==> config.mk <==
export PLATFORM = sky130hd
export DESIGN_NAME = cflow_guard
export DESIGN_NICKNAME = d
export VERILOG_FILES = /design/src/rtl/cfw_pkg.sv /design/src/rtl/cfw_sig_counter.sv /design/src/rtl/cfw_instr_timer.sv /design/src/rtl/cfw_fault_unit.sv /design/src/rtl/cflow_guard.sv
export SDC_FILE = /design/constraint.sdc
export NUM_CORES = 1
export LEC_CHECK = 0
export CAP_MARGIN = 20
export CORE_ASPECT_RATIO = 0.5
export CORE_MARGIN = 8
export CORE_UTILIZATION = 70
export DETAILED_ROUTE_END_ITERATION = 10
export DONT_BUFFER_PORTS = 1
export PLACE_DENSITY_LB_ADDON = 0.3
export SKIP_CTS_REPAIR_TIMING = 1
export SLEW_MARGIN = 20
export SYNTH_ARGS = -nofsm -noshare
export SYNTH_HDL_FRONTEND = slang
export SYNTH_SLANG_ARGS = --single-unit
==> constraint.sdc <==
create_clock -name clk_i -period 8.5 [get_ports clk_i]
set_input_delay 0.425 -clock clk_i [delete_from_list [all_inputs] [get_ports clk_i]]
set_output_delay 0.425 -clock clk_i [all_outputs]
set_load 0.01 [all_outputs]
==> src/rtl/cfw_pkg.sv <==
package cfw_pkg;
  localparam int unsigned ADDR_W    = 5;
  localparam int unsigned NUM_FAULT = 5;
  localparam int unsigned F_TIMEOUT = 0;
  localparam int unsigned F_MISCMP  = 1;
  localparam int unsigned F_SEQ     = 2;
  localparam int unsigned F_STATE   = 3;
  localparam int unsigned F_ADDR    = 4;

  typedef enum logic [ADDR_W-1:0] {
    OFF_CTRL    = 5'd0,
    OFF_FLAGS   = 5'd1,
    OFF_START   = 5'd2,
    OFF_STOP    = 5'd3,
    OFF_RESTART = 5'd4,
    OFF_RELOAD  = 5'd5,
    OFF_ADD     = 5'd6,
    OFF_SUB     = 5'd7,
    OFF_ADD1    = 5'd8,
    OFF_ADD16   = 5'd9,
    OFF_ADD256  = 5'd10,
    OFF_SUB1    = 5'd11,
    OFF_SUB16   = 5'd12,
    OFF_SUB256  = 5'd13,
    OFF_PERSIST = 5'd14,
    OFF_TIMER   = 5'd15
  } reg_off_e;

  localparam logic [1:0] ACT_ILLEGAL = 2'b00;
  localparam logic [1:0] ACT_NONE    = 2'b01;
  localparam logic [1:0] ACT_RESET   = 2'b10;
  localparam logic [1:0] ACT_IRQ     = 2'b11;

  typedef struct packed {
    logic [17:0]                 unused;
    logic                        lock;
    logic                        dbg_freeze;
    logic                        must_one;
    logic                        irq_freeze;
    logic [NUM_FAULT-1:0][1:0]   act;
  } ctrl_t;

  localparam logic [31:0] CTRL_RST = 32'h0000_0955;
endpackage

==> src/rtl/cfw_sig_counter.sv <==
module cfw_sig_counter #(
  parameter int unsigned W = 32
) (
  input  logic         clk_i,
  input  logic         rst_ni,
  input  logic         load_i,
  input  logic [W-1:0] load_val_i,
  input  logic         step_i,
  input  logic         sub_i,
  input  logic [W-1:0] step_val_i,
  input  logic [W-1:0] cmp_val_i,
  output logic [W-1:0] cnt_o,
  output logic         match_o
);
  logic [W-1:0] cnt_q;

  always_ff @(posedge clk_i or negedge rst_ni) begin
    if (!rst_ni)     cnt_q <= '0;
    else if (load_i) cnt_q <= load_val_i;
    else if (step_i) cnt_q <= sub_i ? cnt_q - step_val_i : cnt_q + step_val_i;
  end

  assign cnt_o   = cnt_q;
  assign match_o = (cnt_q == cmp_val_i);
endmodule

==> src/rtl/cfw_instr_timer.sv <==
module cfw_instr_timer #(
  parameter int unsigned W = 32
) (
  input  logic         clk_i,
  input  logic         rst_ni,
  input  logic         load_i,
  input  logic [W-1:0] load_val_i,
  input  logic         run_i,
  output logic [W-1:0] timer_o,
  output logic         expire_o
);
  logic [W-1:0] cnt_q;
  logic         at_zero;

  assign at_zero = (cnt_q == '0);

  always_ff @(posedge clk_i or negedge rst_ni) begin
    if (!rst_ni)                cnt_q <= '0;
    else if (load_i)            cnt_q <= load_val_i;
    else if (run_i && !at_zero) cnt_q <= cnt_q - 1'b1;
  end

  assign timer_o  = cnt_q;
  assign expire_o = run_i && at_zero && !load_i;
endmodule

==> src/rtl/cfw_fault_unit.sv <==
module cfw_fault_unit #(
  parameter int unsigned NF = 5
) (
  input  logic                 clk_i,
  input  logic                 rst_ni,
  input  logic [NF-1:0]        event_i,
  input  logic                 clr_en_i,
  input  logic [NF:0]          clr_mask_i,
  input  logic [NF-1:0][1:0]   act_i,
  output logic [NF:0]          flags_o,
  output logic                 irq_o,
  output logic                 reset_req_o
);
  import cfw_pkg::*;

  logic [NF:0]   flags_q;
  logic [NF:0]   keep_mask;
  logic [NF-1:0] irq_hit;
  logic [NF-1:0] rst_hit;

  assign keep_mask = clr_en_i ? ~clr_mask_i : '1;

  // bit NF is the power-on marker; only software clears it
  always_ff @(posedge clk_i or negedge rst_ni) begin
    if (!rst_ni) flags_q <= {1'b1, {NF{1'b0}}};
    else         flags_q <= (flags_q & keep_mask) | {1'b0, event_i};
  end

  for (genvar i = 0; i < NF; i++) begin : g_act
    assign irq_hit[i] = flags_q[i] && (act_i[i] == ACT_IRQ);
    assign rst_hit[i] = flags_q[i] && (act_i[i] == ACT_RESET);
  end

  assign flags_o     = flags_q;
  assign irq_o       = |irq_hit;
  assign reset_req_o = |rst_hit;
endmodule

==> src/rtl/cflow_guard.sv <==
module cflow_guard #(
  parameter int unsigned DATA_W     = 32,
  parameter logic [31:0] RELOAD_RST = 32'hFFFF_FFFF
) (
  input  logic                      clk_i,
  input  logic                      rst_ni,
  input  logic                      req_i,
  input  logic                      we_i,
  input  logic [cfw_pkg::ADDR_W-1:0] addr_i,
  input  logic [DATA_W-1:0]         wdata_i,
  output logic [DATA_W-1:0]         rdata_o,
  input  logic                      irq_active_i,
  input  logic                      dbg_halt_i,
  output logic                      irq_o,
  output logic                      reset_req_o
);
  import cfw_pkg::*;

  localparam int unsigned NF = NUM_FAULT;

  logic              wr, acc;
  logic              active_q;
  ctrl_t             ctrl_q;
  logic [DATA_W-1:0] reload_q, persist_q;
  logic [DATA_W-1:0] timer_q, cnt_q;
  logic [NF:0]       flags_q;
  logic              match, expire;

  logic wr_start, wr_stop, wr_restart, wr_ctrl, wr_flags;
  logic is_step_op, step_sub;
  logic [DATA_W-1:0] step_val;
  logic ctrl_bad, locked, frozen;
  logic [NF-1:0] ev;

  assign wr  = req_i && we_i;
  assign acc = req_i;

  assign wr_start   = wr && (addr_i == OFF_START);
  assign wr_stop    = wr && (addr_i == OFF_STOP);
  assign wr_restart = wr && (addr_i == OFF_RESTART);
  assign wr_ctrl    = wr && (addr_i == OFF_CTRL);
  assign wr_flags   = wr && (addr_i == OFF_FLAGS);

  // step decode: value and direction per offset
  always_comb begin
    is_step_op = wr;
    step_sub   = 1'b0;
    step_val   = '0;
    unique case (addr_i)
      OFF_ADD:    step_val = wdata_i;
      OFF_SUB:    begin step_val = wdata_i; step_sub = 1'b1; end
      OFF_ADD1:   step_val = DATA_W'(1);
      OFF_ADD16:  step_val = DATA_W'(16);
      OFF_ADD256: step_val = DATA_W'(256);
      OFF_SUB1:   begin step_val = DATA_W'(1);   step_sub = 1'b1; end
      OFF_SUB16:  begin step_val = DATA_W'(16);  step_sub = 1'b1; end
      OFF_SUB256: begin step_val = DATA_W'(256); step_sub = 1'b1; end
      default:    is_step_op = 1'b0;
    endcase
  end

  // control word legality
  always_comb begin
    ctrl_bad = !wdata_i[11];
    for (int i = 0; i < NF; i++)
      if (wdata_i[2*i +: 2] == ACT_ILLEGAL) ctrl_bad = 1'b1;
  end

  assign locked = ctrl_q.lock;
  assign frozen = (ctrl_q.irq_freeze && irq_active_i) ||
                  (ctrl_q.dbg_freeze && dbg_halt_i);

  assign ev[F_TIMEOUT] = expire;
  assign ev[F_MISCMP]  = active_q && (wr_stop || wr_restart) && !match;
  assign ev[F_SEQ]     = (wr_start && active_q) ||
                         (!active_q && (wr_stop || wr_restart || is_step_op));
  assign ev[F_STATE]   = wr_ctrl && (active_q || (!locked && ctrl_bad));
  assign ev[F_ADDR]    = acc && (addr_i > OFF_TIMER);

  always_ff @(posedge clk_i or negedge rst_ni) begin
    if (!rst_ni)                    active_q <= 1'b0;
    else if (wr_start && !active_q) active_q <= 1'b1;
    else if (wr_stop && active_q)   active_q <= 1'b0;
    else if (expire)                active_q <= 1'b0;
  end

  always_ff @(posedge clk_i or negedge rst_ni) begin
    if (!rst_ni) begin
      ctrl_q    <= ctrl_t'(CTRL_RST);
      reload_q  <= RELOAD_RST[DATA_W-1:0];
      persist_q <= '0;
    end else begin
      if (wr_ctrl && !active_q && !locked && !ctrl_bad)
        ctrl_q <= ctrl_t'({18'b0, wdata_i[13:0]});
      if (wr && addr_i == OFF_RELOAD)  reload_q  <= wdata_i;
      if (wr && addr_i == OFF_PERSIST) persist_q <= wdata_i;
    end
  end

  cfw_sig_counter #(.W(DATA_W)) u_sig (
    .clk_i      (clk_i),
    .rst_ni     (rst_ni),
    .load_i     (wr_start && !active_q),
    .load_val_i (wdata_i),
    .step_i     (is_step_op && active_q),
    .sub_i      (step_sub),
    .step_val_i (step_val),
    .cmp_val_i  (wdata_i),
    .cnt_o      (cnt_q),
    .match_o    (match)
  );

  cfw_instr_timer #(.W(DATA_W)) u_tmr (
    .clk_i      (clk_i),
    .rst_ni     (rst_ni),
    .load_i     ((wr_start && !active_q) || (wr_restart && active_q)),
    .load_val_i (reload_q),
    .run_i      (active_q && !frozen && !wr_stop),
    .timer_o    (timer_q),
    .expire_o   (expire)
  );

  cfw_fault_unit #(.NF(NF)) u_flt (
    .clk_i       (clk_i),
    .rst_ni      (rst_ni),
    .event_i     (ev),
    .clr_en_i    (wr_flags),
    .clr_mask_i  (wdata_i[NF:0]),
    .act_i       (ctrl_q.act),
    .flags_o     (flags_q),
    .irq_o       (irq_o),
    .reset_req_o (reset_req_o)
  );

  always_comb begin
    rdata_o = '0;
    if (req_i && !we_i) begin
      unique case (addr_i)
        OFF_CTRL:    rdata_o = active_q ? '0 : DATA_W'(ctrl_q);
        OFF_FLAGS:   rdata_o = DATA_W'(flags_q);
        OFF_RELOAD:  rdata_o = reload_q;
        OFF_PERSIST: rdata_o = persist_q;
        OFF_TIMER:   rdata_o = timer_q;
        default:     rdata_o = '0;
      endcase
    end
  end

  logic unused_ok;
  assign unused_ok = ^{cnt_q, ctrl_q.unused, ctrl_q.must_one};
endmodule

### Word-level counts from Yosys, hierarchy flattened

Cells that the tools add are included.

* add/subtract/negate cells: 3
* order comparisons: 1
* eq/ne operators: 26
* muxes and demuxes: 20
* bitwise operators: 3
* reductions and logical operators: 74

Operator list (number)
* 32-bit 2-to-1 mux: 6
* 32-bit one-hot mux with 5 select lines: 1
* 32-bit one-hot mux with 4 select lines: 1
* 5-bit by 4-bit == test with 1-bit output (second input constant): 8
* 1-bit logical AND: 40
* 32-bit adder: 1
* 32-bit == test: 1
* 32-bit logical NOT: 1
* 32-bit by 1-bit subtractor with 32-bit output (second input constant): 1
* 32-bit subtractor: 1
* 2-bit == test (second input constant): 10
* 5-bit by 3-bit == test with 1-bit output (second input constant): 4
* 14-bit 2-to-1 mux: 1
* 5-bit by 2-bit == test with 1-bit output (second input constant): 2
* 1-bit logical NOT: 10
* 2-bit logical NOT: 5
* 1-bit 2-to-1 mux: 10
* 5-bit OR reduction: 2
* 2-bit OR reduction: 4
* 8-bit OR reduction: 1
* 6-bit bitwise AND: 1
* 1-bit logical OR: 6
* 6-bit 2-to-1 mux: 1
* 6-bit NOT: 1
* 7 further kinds: 8

* bits in registers: 149
* bits of input ports: 43
* output and inout bits: 34
* logic and storage cells: 142

### Depth between registers and ports, before layout

Gate-level depths: netlist of run 1.

* word-level depth: 10
* depth in mapped cells: 22

### Cells and area by module

From an unflattened synthesis of run 1, not the netlist that was laid out.

* cell total of the unflattened synthesis: 1210
* area total of the unflattened synthesis: 11054.4 um2

Modules (own cells, without submodules)
* cflow_guard: times used 1, cells an instance 419, area an instance 4628.2 um2, sequential area each 2024.4 um2
* cfw_sig_counter: times used 1, cells an instance 532, area an instance 4150.2 um2, sequential area each 800.8 um2
* cfw_instr_timer: times used 1, cells an instance 227, area an instance 1984.4 um2, sequential area each 800.8 um2
* cfw_fault_unit: times used 1, cells an instance 32, area an instance 291.5 um2, sequential area each 151.4 um2

### Least setup slack after synthesis of run 1

No wires, ideal clock.

* kind: input-to-reg
* from: input addr_i[4] (netlist bit)
* to: register u_sig.cnt_q[24], in the netlist u_sig.cnt_o[24]
* library setup time: 0.076 ns
* arrival time: 4.759 ns
* required time: 8.424 ns
* slack: 3.664 ns
* stages on the path: 20
* buffers on the path: 4
* path through: clkbuf_1 > nor4bb_1 > clkbuf_1 > buf_1 > nand2_1 > ha_1 > inv_1 > a221oi_1 > o211a_1 > o21ai_0 > nand2_1 > ha_1 > clkbuf_1 > nand4_1 > nor2b_1 > a2111oi_0 > a21oi_1 > o31ai_1 > mux2_2 > o21ai_1

* word-level cells in the longest chain between the ends: 7
* elaborated cells on any way between the ends: 27

RTL lines
* start, declared: RTL line cflow_guard.sv:9 `input logic [cfw_pkg::ADDR_W-1:0] addr_i,`
* 5-bit by 4-bit == test with 1-bit output or 5-bit by 3-bit == test with 1-bit output (tied branches): RTL line cflow_guard.sv:49 `unique case (addr_i)`
* 2-bit OR reduction (no line)
* 32-bit one-hot mux with 4 select lines: RTL line cflow_guard.sv:49
* 32-bit adder or 32-bit subtractor (tied branches): RTL line cfw_sig_counter.sv:20 `else if (step_i) cnt_q <= sub_i ? cnt_q - step_val_i : cnt_q + step_val_i;`
* 32-bit 2-to-1 mux (2 in a row): RTL line cfw_sig_counter.sv:20
* 32-bit 2-to-1 mux: RTL line cfw_sig_counter.sv:19 `else if (load_i) cnt_q <= load_val_i;`
* end signal, assigned: RTL line cfw_sig_counter.sv:19
* end signal, assigned: RTL line cfw_sig_counter.sv:20
* end, declared: RTL line cfw_sig_counter.sv:15 `logic [W-1:0] cnt_q;`

Several ways; a longest one is shown, not always the timed one. The select of a mux whose other input is x is not followed.
A chain may end at the register's enable or synchronous reset.

### Final worst setup path of run 1

* from: input addr_i[0] (netlist bit)
* to: register u_sig.cnt_q[24], in the netlist u_sig.cnt_o[24]

The elaborated chain is that of the path after synthesis.

==> results.cfg, run 1 <==
[global_routing]
grt_pass1_vias = 9543
grt_max_degree = 150
grt_usage_pct = 32.89
grt_antenna_before_repair = 1
grt_pass1_wl_microns = 52320
grt-ovfl-total = 0

[sta]
slew_headroom_pct = 43.49
fin_crit_ps = 4788
tightest_slew_ps = 826.3
maxSlewViolCount = 0
finalSetupTns_ps = 0
fmax_mhz = 208.8
worst_slack_ps = 3712
fin_crit_sh_pct = 56.33
hold_viol_final = 5
setup_violations = 0
rsz0062_at_grt = no
worst_hold_slack_ps = -26.69
fin_skew_ps = 12.28

[clocking]
worst_skew_pair.late_latency_ps = 430
h-tree-depth = 4
cts_tree = yes
clk_pin_slew_ps = 60
numCtsBuffers = 17
cts.sinks = 149
clk_path_buf_depth = 2
root_buffer = clkbuf_16

[floorplanning]
dieHeight_microns = 103.9
start_util_pct = 70.92
die_area_sq_um = 19930
core_area_sq_um = 15250
dieWidth_microns = 191.8
ioPinCount = 77
rows = 32

[logic_synthesis]
synth.top_cells.by_count = nor2_1, a21oi_1, dfrtp_1, nand2_1, clkbuf_1
synth.avg_cell_area_sq_um = 8.703
postSynthCellCount = 1243
ys_seq_area_share_pct = 34.92
yosysMostFrequentCell = nor2_1
netlist_top_cells_area = dfrtp_1, dfstp_2, mux2_2, nor2_1, xnor2_1
synth_flop_cell = dfrtp_1
synth_top_cell_by_area = dfrtp_1
async_flop_share_pct = 100.0
syn_area_sq_um = 10820
synth.distinct_cells = 73
synth_edf_count = 0
synth.ff_latch_count = 149
yosys_warnings = 0
synth.top_cell.area_share_pct = 25.45
synthesis.nets = 1320

[power]
power.density_nw_per_um2 = 281.8
p_total_w = 0.003231
power.leakage_nw = 4.585
vdd_drop_max_mv = 0.1750

[critical_path]
cp_max_fo = 46
cp-start-kind = input port
required_ps = 8860
reg2regPathDepth = 7
reg2reg_from = active_q$_DFFE_PN0P_
r2r_slack_ps = 5310
cp-end-kind = flip-flop
path_class = input port to flip-flop
cp.arrival_ps = 5150
worstReg2RegEnd = u_tmr.timer_o[28]$_DFFE_PN0P_

[layout]
layout.cells.non_filler = 1402
area_growth_syn_to_layout_pct = 6.014
num_antenna_cells = 0
drive_above_1_share_pct = 14.27
nets = 1262

[route]
final_antenna_net_count = 0
first_pass_iters = 8
drtIter0Drc = 977
vias = 10020
wl_per_cell_microns = 23.55
route.detailed.drc = 0
vias_per_cell = 7.147
totalWireLength_microns = 33010

[placed_design]
gp_congestion = 0.9914
portBuffers = 0
dp_worst_setup_slack_ps = 3457
dp_cells = 1369
dp_hpwl_microns = 22680

[flow_run]
maxCapViolations = 0

[min_path]
hold_path_class = input port to asynchronous set/reset pin

[run_status]
status = finished with violations
violations = hold timing
==> per-layer routing <==
metal / GRT usage [%] / routed length (microns)
met3: 9.237 / 4107
met1: 44.23 / 13220
met2: 49.52 / 14720
met4: 12.73 / 947
met5: 0 / 13
==> layout make-up <==
cell class,count,area (sq um)
multi-input cells,981,6644
fillers,1069,3786
flip-flops and latches,149,3777
clock buffers,22,444.2
well taps,204,255.2
clock inverters,10,147.6
repair buffers,12,110.1
inverters,24,90.09
==> through the flow <==
step           hold slack, ps  util [%]  area [sq um]
3_5_place_dp            134.1     71.10         10850
2_1_floorplan           129.4         -         10820
6_report               -26.69     75.18         11470
3_3_place_gp            134.9     71.10         10850
4_1_cts                -323.1     74.98         11440
5_1_grt                 40.57     75.18         11470
==> registers in the layout, summed over array words and instances (netlist names) <==
signal,count
persist_q,32
active_q,1
locked,1
reload_q,32
u_flt.flags_o,6
u_tmr.timer_o,32
ctrl_q,13
u_sig.cnt_o,32
==> power by group <==
part | internal, W | switching [W] | total [W]
Combinational | 0.000586 | 0.000777 | 0.00136
Clock | 0.000467 | 0.000320 | 0.000786
Sequential | 0.000887 | 0.000195 | 0.00108
==> worst max-delay path: stages <==
cell	delay, ps
and3b_1	160
a311oi_1	320
nor2_1	150
inv_1	80
ha_1	180
inv_1	70
a221oi_1	440
o211ai_1	210
o31ai_1	270
mux2_2	360
nand2_1	80
ha_1	340
nand4_1	180
nor2b_1	80
a2111oi_0	730
a21oi_1	220
o31ai_1	320
mux2_2	370
o21ai_1	120
==> worst max-delay path by stage <==
stage | startpoint | to | slack, ps | cells past startpoint
3_5_place_dp | addr_i[0] | u_sig.cnt_o[24]$_DFFE_PN0P_ | 3460 | 19
5_1_grt | addr_i[0] | u_sig.cnt_o[30]$_DFFE_PN0P_ | 3130 | 19
3_3_place_gp | addr_i[0] | u_sig.cnt_o[24]$_DFFE_PN0P_ | 3500 | 19
6_report | addr_i[0] | u_sig.cnt_o[24]$_DFFE_PN0P_ | 3710 | 19
4_1_cts | addr_i[0] | u_sig.cnt_o[24]$_DFFE_PN0P_ | 3860 | 19
2_1_floorplan | addr_i[4] | u_sig.cnt_o[24]$_DFFE_PN0P_ | 3660 | 20
==> cells in the final DEF (no fill, tap or decap), drive strengths merged, types with 24 or more instances in the layout <==
cell type  count
or3           24
mux2i         36
inv           28
dfrtp        110
o21ai         61
nor3          35
mux2          81
nand3         25
a21oi        111
nand2         79
xnor2         67
a22oi         28
ha            33
xor2          25
dfstp         39
nor2         159
==> cells by family after synthesis <==
group	Yosys count	synth area share [%]
AOI/OAI and AO/OA	319	18.90
xor gates and xnor gates	92	7.449
adders and majority gates	34	4.002
buffers and inverters	113	3.979
DFF	149	34.92
muxes	117	11.76
and+or+nand+nor	419	18.99
Note: power is estimated with default switching activity, not from simulation.
==> run 2: changes to the inputs <==
--- a/config.mk
+++ b/config.mk
@@ -8,7 +8,7 @@
 export CAP_MARGIN = 20
 export CORE_ASPECT_RATIO = 0.5
 export CORE_MARGIN = 8
-export CORE_UTILIZATION = 70
+export CORE_UTILIZATION = 59
 export DETAILED_ROUTE_END_ITERATION = 10
 export DONT_BUFFER_PORTS = 1
 export PLACE_DENSITY_LB_ADDON = 0.3
==> constraint.sdc (replaced) <==
create_clock -name clk_i -period 4.2 [get_ports clk_i]
set_input_delay 0.21 -clock clk_i [delete_from_list [all_inputs] [get_ports clk_i]]
set_output_delay 0.21 -clock clk_i [all_outputs]
set_load 0.01 [all_outputs]
==> run 2 against run 1 <==
  * The flow still finishes with violations (hold timing)
  * Largest power group unchanged
  * Clock skew rose by 1.3 ps
  * Design area is 5.5% higher
  * Register-to-register slack got worse by 4200 ps
  * Setup slack worse by 3400 ps
  * Worst hold slack better by 2.2 ps
==> results.cfg, run 2 (synthesis gave the netlist of run 1 again) <==
[run_status]
status = finished with violations
violations = hold timing

[clocking]
worst_skew_pair.late_latency_ps = 430
clk_pin_slew_ps = 70
numCtsBuffers = 17
cts_tree = yes
cts.sinks = 149
h-tree-depth = 4
root_buffer = clkbuf_16
clk_path_buf_depth = 2

[floorplanning]
start_util_pct = 59.52
rows = 35
die_area_sq_um = 23190
core_area_sq_um = 18170
dieWidth_microns = 207.5
dieHeight_microns = 111.8
ioPinCount = 77

[flow_run]
maxCapViolations = 0

[route]
vias_per_cell = 6.804
drtIter0Drc = 1598
final_antenna_net_count = 0
vias = 10220
first_pass_iters = 7
wl_per_cell_microns = 23.73
route.detailed.drc = 0
totalWireLength_microns = 35640

[power]
p_sw_share_pct = 39.73
power_frac_clock_pct = 24.1
comb_power_share_pct = 43.6
power.leakage_nw = 4.876
p_total_w = 0.006725
power.density_nw_per_um2 = 555.7
sequentialPowerShare_pct = 32.3
vdd_drop_max_mv = 0.2794
p_int_w = 0.004053
switchingPower_w = 0.002671

[global_routing]
grt_pass1_vias = 9550
grt_antenna_before_repair = 2
grt_usage_pct = 27.52
grt_max_degree = 150
grt_pass1_wl_microns = 51890
grt-ovfl-total = 0

[critical_path]
worst-path-stages = 19
critPathMaxStageDelay_ps = 490
r2r_slack_ps = 1150
worstReg2RegEnd = u_sig.cnt_o[12]$_DFFE_PN0P_
crit_family = compound AO/OA/AOI/OAI gates
cp.arrival_ps = 4240
cp_max_fo = 46
critPathSlowestCell = a2111oi_2
worstPathCellList = and3b_1, a311oi_1, nor2_1, inv_1, ha_1, inv_1, a221oi_2, o211ai_1, o31ai_1, mux2_2, nand2_1, ha_1, nand4_1, nor2b_1, a2111oi_2, a21oi_1, o31ai_1, mux2_2, o21ai_1
required_ps = 4560
endpoint = u_sig.cnt_o[24]$_DFFE_PN0P_
critPathBufInv = 2
cp-start-kind = input port
reg2reg_from = u_sig.cnt_o[0]$_DFFE_PN0P_
path_class = input port to flip-flop
cp-end-kind = flip-flop
reg2regPathDepth = 11
setup.worst_path.start = addr_i[0]

[placed_design]
gp_congestion = 0.9659
place_area_sq_um = 11110
portBuffers = 0
dp_cells = 1433
dp_hpwl_microns = 22690

[sta]
worst_hold_slack_ps = -24.45
rsz0062_at_grt = no
tightest_slew_ps = 1002
maxSlewViolCount = 0
fin_crit_ps = 3882
fin_skew_ps = 13.59
hold_viol_final = 1
slew_headroom_pct = 33.15
finalSetupTns_ps = 0
fin_crit_sh_pct = 92.42
fmax_mhz = 257.6
setup_violations = 0

[layout]
layout.cells.non_filler = 1502
drive_above_1_share_pct = 16.18
layout_commonest_cell = nor2_1
area_growth_syn_to_layout_pct = 11.86
fill_cells = 1466
layout_common_cells = nor2_1, a21oi_1, dfrtp_1, nand2_1, mux2_2
nets = 1325
postLayoutCellArea_sq_um = 12100

[min_path]
hold_path_class = input port to flip-flop
whs_path_depth = 2
[run 2: stage by stage]
stage          worst slack, ps  util [%]
3_3_place_gp             33.86     61.16
4_1_cts                  381.6     64.49
6_report                 318.3     66.58
5_1_grt                  31.64     66.57
3_5_place_dp            -34.52     61.16
2_1_floorplan            11.75         -
[run 2: layout make-up]
type | count | area, sq um | area share [%]
clock buffers | 19 | 432.9 | 3.578
inverters | 24 | 90.09 | 0.7445
flip-flops and latches | 149 | 3777 | 31.22
multi-input cells | 981 | 6654 | 54.99
diodes | 1 | 2.502 | 0.02068
well taps | 240 | 300.3 | 2.482
clock inverters | 13 | 172.7 | 1.427
repair buffers | 75 | 670.6 | 5.542
[run 2: power by group through the flow]
stage          logic (W)  registers (W)  clock network, W
3_5_place_dp     0.00275        0.00218                 0
6_report         0.00293        0.00217           0.00162
4_1_cts          0.00278        0.00216           0.00162
5_1_grt          0.00321        0.00222           0.00168
2_1_floorplan    0.00215        0.00207                 0
3_3_place_gp     0.00267        0.00216                 0
[run 2: worst min-delay path by stage]
stage          startpoint                    endpoint
6_report       wdata_i[2]  u_flt.flags_o[2]$_DFF_PN0_
5_1_grt        wdata_i[2]  u_flt.flags_o[2]$_DFF_PN0_
4_1_cts            rst_ni  u_sig.cnt_o[9]$_DFFE_PN0P_
3_5_place_dp       rst_ni  u_sig.cnt_o[9]$_DFFE_PN0P_
3_3_place_gp       rst_ni  u_sig.cnt_o[9]$_DFFE_PN0P_
2_1_floorplan      rst_ni        active_q$_DFFE_PN0P_
[run 2: metal layers]
metal | global-route usage [%] | share of wire [%]
met2 | 42.59 | 43
met1 | 36.75 | 41
met3 | 7.067 | 14
met4 | 10.42 | 2.4
met5 | 0 | 0
==> run 3: changes to the inputs <==
--- a/config.mk
+++ b/config.mk
@@ -5,12 +5,12 @@
 export SDC_FILE = /design/constraint.sdc
 export NUM_CORES = 1
 export LEC_CHECK = 0
+export BUFFER_PORTS_ARGS = -buffer_cell sky130_fd_sc_hd__buf_2
 export CAP_MARGIN = 20
 export CORE_ASPECT_RATIO = 0.5
 export CORE_MARGIN = 8
-export CORE_UTILIZATION = 59
+export CORE_UTILIZATION = 56
 export DETAILED_ROUTE_END_ITERATION = 10
-export DONT_BUFFER_PORTS = 1
 export PLACE_DENSITY_LB_ADDON = 0.3
 export SKIP_CTS_REPAIR_TIMING = 1
 export SLEW_MARGIN = 20
==> run 3 against run 2 <==
  * The flow now finishes without violations
  * Critical path depth increased by 2
  * Non-clock buffer count increased by 111
  * Combinational power increased by 10%
  * Setup slack improved by 33 ps
  * Cell count increased by 9.1%
  * Clock skew decreased by 2.5 ps
  * Wire length decreased by 1.8%
  * Utilization decreased by 0.48 points
  * Register-to-register slack about the same
  * Highest routed layer unchanged
==> results.cfg, run 3 (synthesis gave the netlist of run 1 again) <==
[placed_design]
gp_congestion = 0.9380
dp_worst_setup_slack_ps = -38.78
portBuffers = 76
dp_hpwl_microns = 25040

[sta]
hold_viol_final = 0
tightest_slew_ps = 1089
fin_crit_ps = 3849
maxSlewViolCount = 0
rsz0062_at_grt = no
setup_violations = 0
worst_hold_slack_ps = 42.55
fin_skew_ps = 11.08
fin_crit_sh_pct = 91.64
slew_headroom_pct = 27.23
fmax_mhz = 259.8
worst_slack_ps = 351.2

[route]
drtIter0Drc = 959
route.detailed.drc = 0
wl_per_cell_microns = 21.36
vias = 10520
totalWireLength_microns = 34990
first_pass_iters = 6
final_antenna_net_count = 0
vias_per_cell = 6.422

[floorplanning]
rows = 36
ioPinCount = 77
core_area_sq_um = 19190
die_area_sq_um = 24290
dieWidth_microns = 212.6
start_util_pct = 56.38
dieHeight_microns = 114.3

[clocking]
clk_path_buf_depth = 2
root_buffer = clkbuf_16
h-tree-depth = 4
worst_skew_pair.late_latency_ps = 440
cts.sinks = 149
cts_tree = yes
numCtsBuffers = 17
clk_pin_slew_ps = 70

[power]
power.density_nw_per_um2 = 552.9
switchingPower_w = 0.002754
power_frac_clock_pct = 22.8
p_sw_share_pct = 39.27
power.leakage_nw = 5.430
sequentialPowerShare_pct = 31.1
p_int_w = 0.004259
comb_power_share_pct = 46.0
vdd_drop_max_mv = 0.2619

[layout]
layout_common_cells = nor2_1, a21oi_1, dfrtp_1, buf_4, nand2_1
num_antenna_cells = 0
fill_cells = 1584
nets = 1436
drive_above_1_share_pct = 25.66
seq_area_sq_um = 3777
multiInputGateArea_sq_um = 6669
layout_commonest_cell = nor2_1
area_growth_syn_to_layout_pct = 17.26

[global_routing]
grt_pass1_wl_microns = 55230
grt_usage_pct = 28.67
grt_max_degree = 78
grt_pass1_vias = 10146
grt-ovfl-total = 0
grt_antenna_before_repair = 0

[flow_run]
maxCapViolations = 0

[min_path]
hold_path_class = input port to flip-flop

[critical_path]
cp_max_fo = 4
path_class = input port to flip-flop
required_ps = 4570
cp-start-kind = input port
cp-end-kind = flip-flop
cp.arrival_ps = 4220

[run_status]
status = finished, final reports clean
==> run 3: cell count changes in the layout (fill, tap and decap cells not counted), sizes merged <==
cell / previous run / this run
buf: 40 / 185
dlygate4sd3: 35 / 1
clkinv: 4 / 7
diode: 1 / 0
inv: 28 / 26
clkinvlp: 2 / 0
clkbuf: 19 / 20
==> run 3: cell type report <==
class | instances | share of cell area [%]
Clock buffer | 20 | 3.521
Clock inverter | 12 | 1.213
Inverter | 24 | 0.7102
Multi-Input combinational cell | 981 | 52.57
Sequential cell | 149 | 29.78
Tap cell | 266 | 2.624
Timing Repair Buffer | 186 | 9.578
==> run 3: worst max-delay path, cell delays in order <==
cell and delay [ps]:
buf_2 120, and3b_1 170, a311oi_2 300, nor2_1 120, inv_1 70, ha_1 150
inv_1 70, a221oi_2 260, o211a_1 250, buf_4 130, nor2_1 50, o311ai_0 370
ha_1 310, a21oi_1 220, o21ai_0 190, a32oi_1 410, buf_4 190, o31ai_1 60
buf_4 150, or3_1 330, nand3_1 90
==> run 3: metal layers <==
metal  track usage (%)  vias up  wire length [microns]
met5                 0        -                      0
met2             44.39      487                  15560
met3             5.956       67                   3244
li1                  -     4776                      -
met4             8.875        0                    728
met1             39.81     5190                  15450
==> run 3: metrics by stage <==
step	power, W	instances	instance area [sq um]	util [%]	setup TNS, ps
after CTS	0.006938	1637	12660	65.98	0
after global placement	0.005221	1605	12060	62.85	0
after global routing	0.007418	1638	12680	66.11	0
final	0.007013	1638	12680	66.11	0
after detailed placement	0.005314	1605	12060	62.85	-109.2
after floorplan	0.004227	1243	10840	-	0
==> run 3: path summary, 6_finish.rpt <==
check | startpoint | to | slack, ps | depth (start not counted)
worst min-delay path | wdata_i[16] | persist_q[16]$_DFFE_PN0P_ | 40 | 2
worst max register to register | u_sig.cnt_o[0]$_DFFE_PN0P_ | u_sig.cnt_o[12]$_DFFE_PN0P_ | 1160 | 11
worst min register to register | u_flt.flags_o[5]$_DFF_PN1_ | u_flt.flags_o[5]$_DFF_PN1_ | 480 | 1
min in group asynchronous | rst_ni | u_sig.cnt_o[8]$_DFFE_PN0P_ | 380 | 2
worst max-delay path | addr_i[3] | u_sig.cnt_o[29]$_DFFE_PN0P_ | 350 | 21
max in group asynchronous | rst_ni | reload_q[16]$_DFFE_PN1P_ | 2720 | 3
==> run 3: power groups by stage <==
stage	clock network, W	logic (W)	registers, W
2_1_floorplan	0	0.00215	0.00207
3_3_place_gp	0	0.00305	0.00217
3_5_place_dp	0	0.00313	0.00219
4_1_cts	0.00161	0.00316	0.00217
5_1_grt	0.00167	0.00353	0.00222
6_report	0.00160	0.00323	0.00218
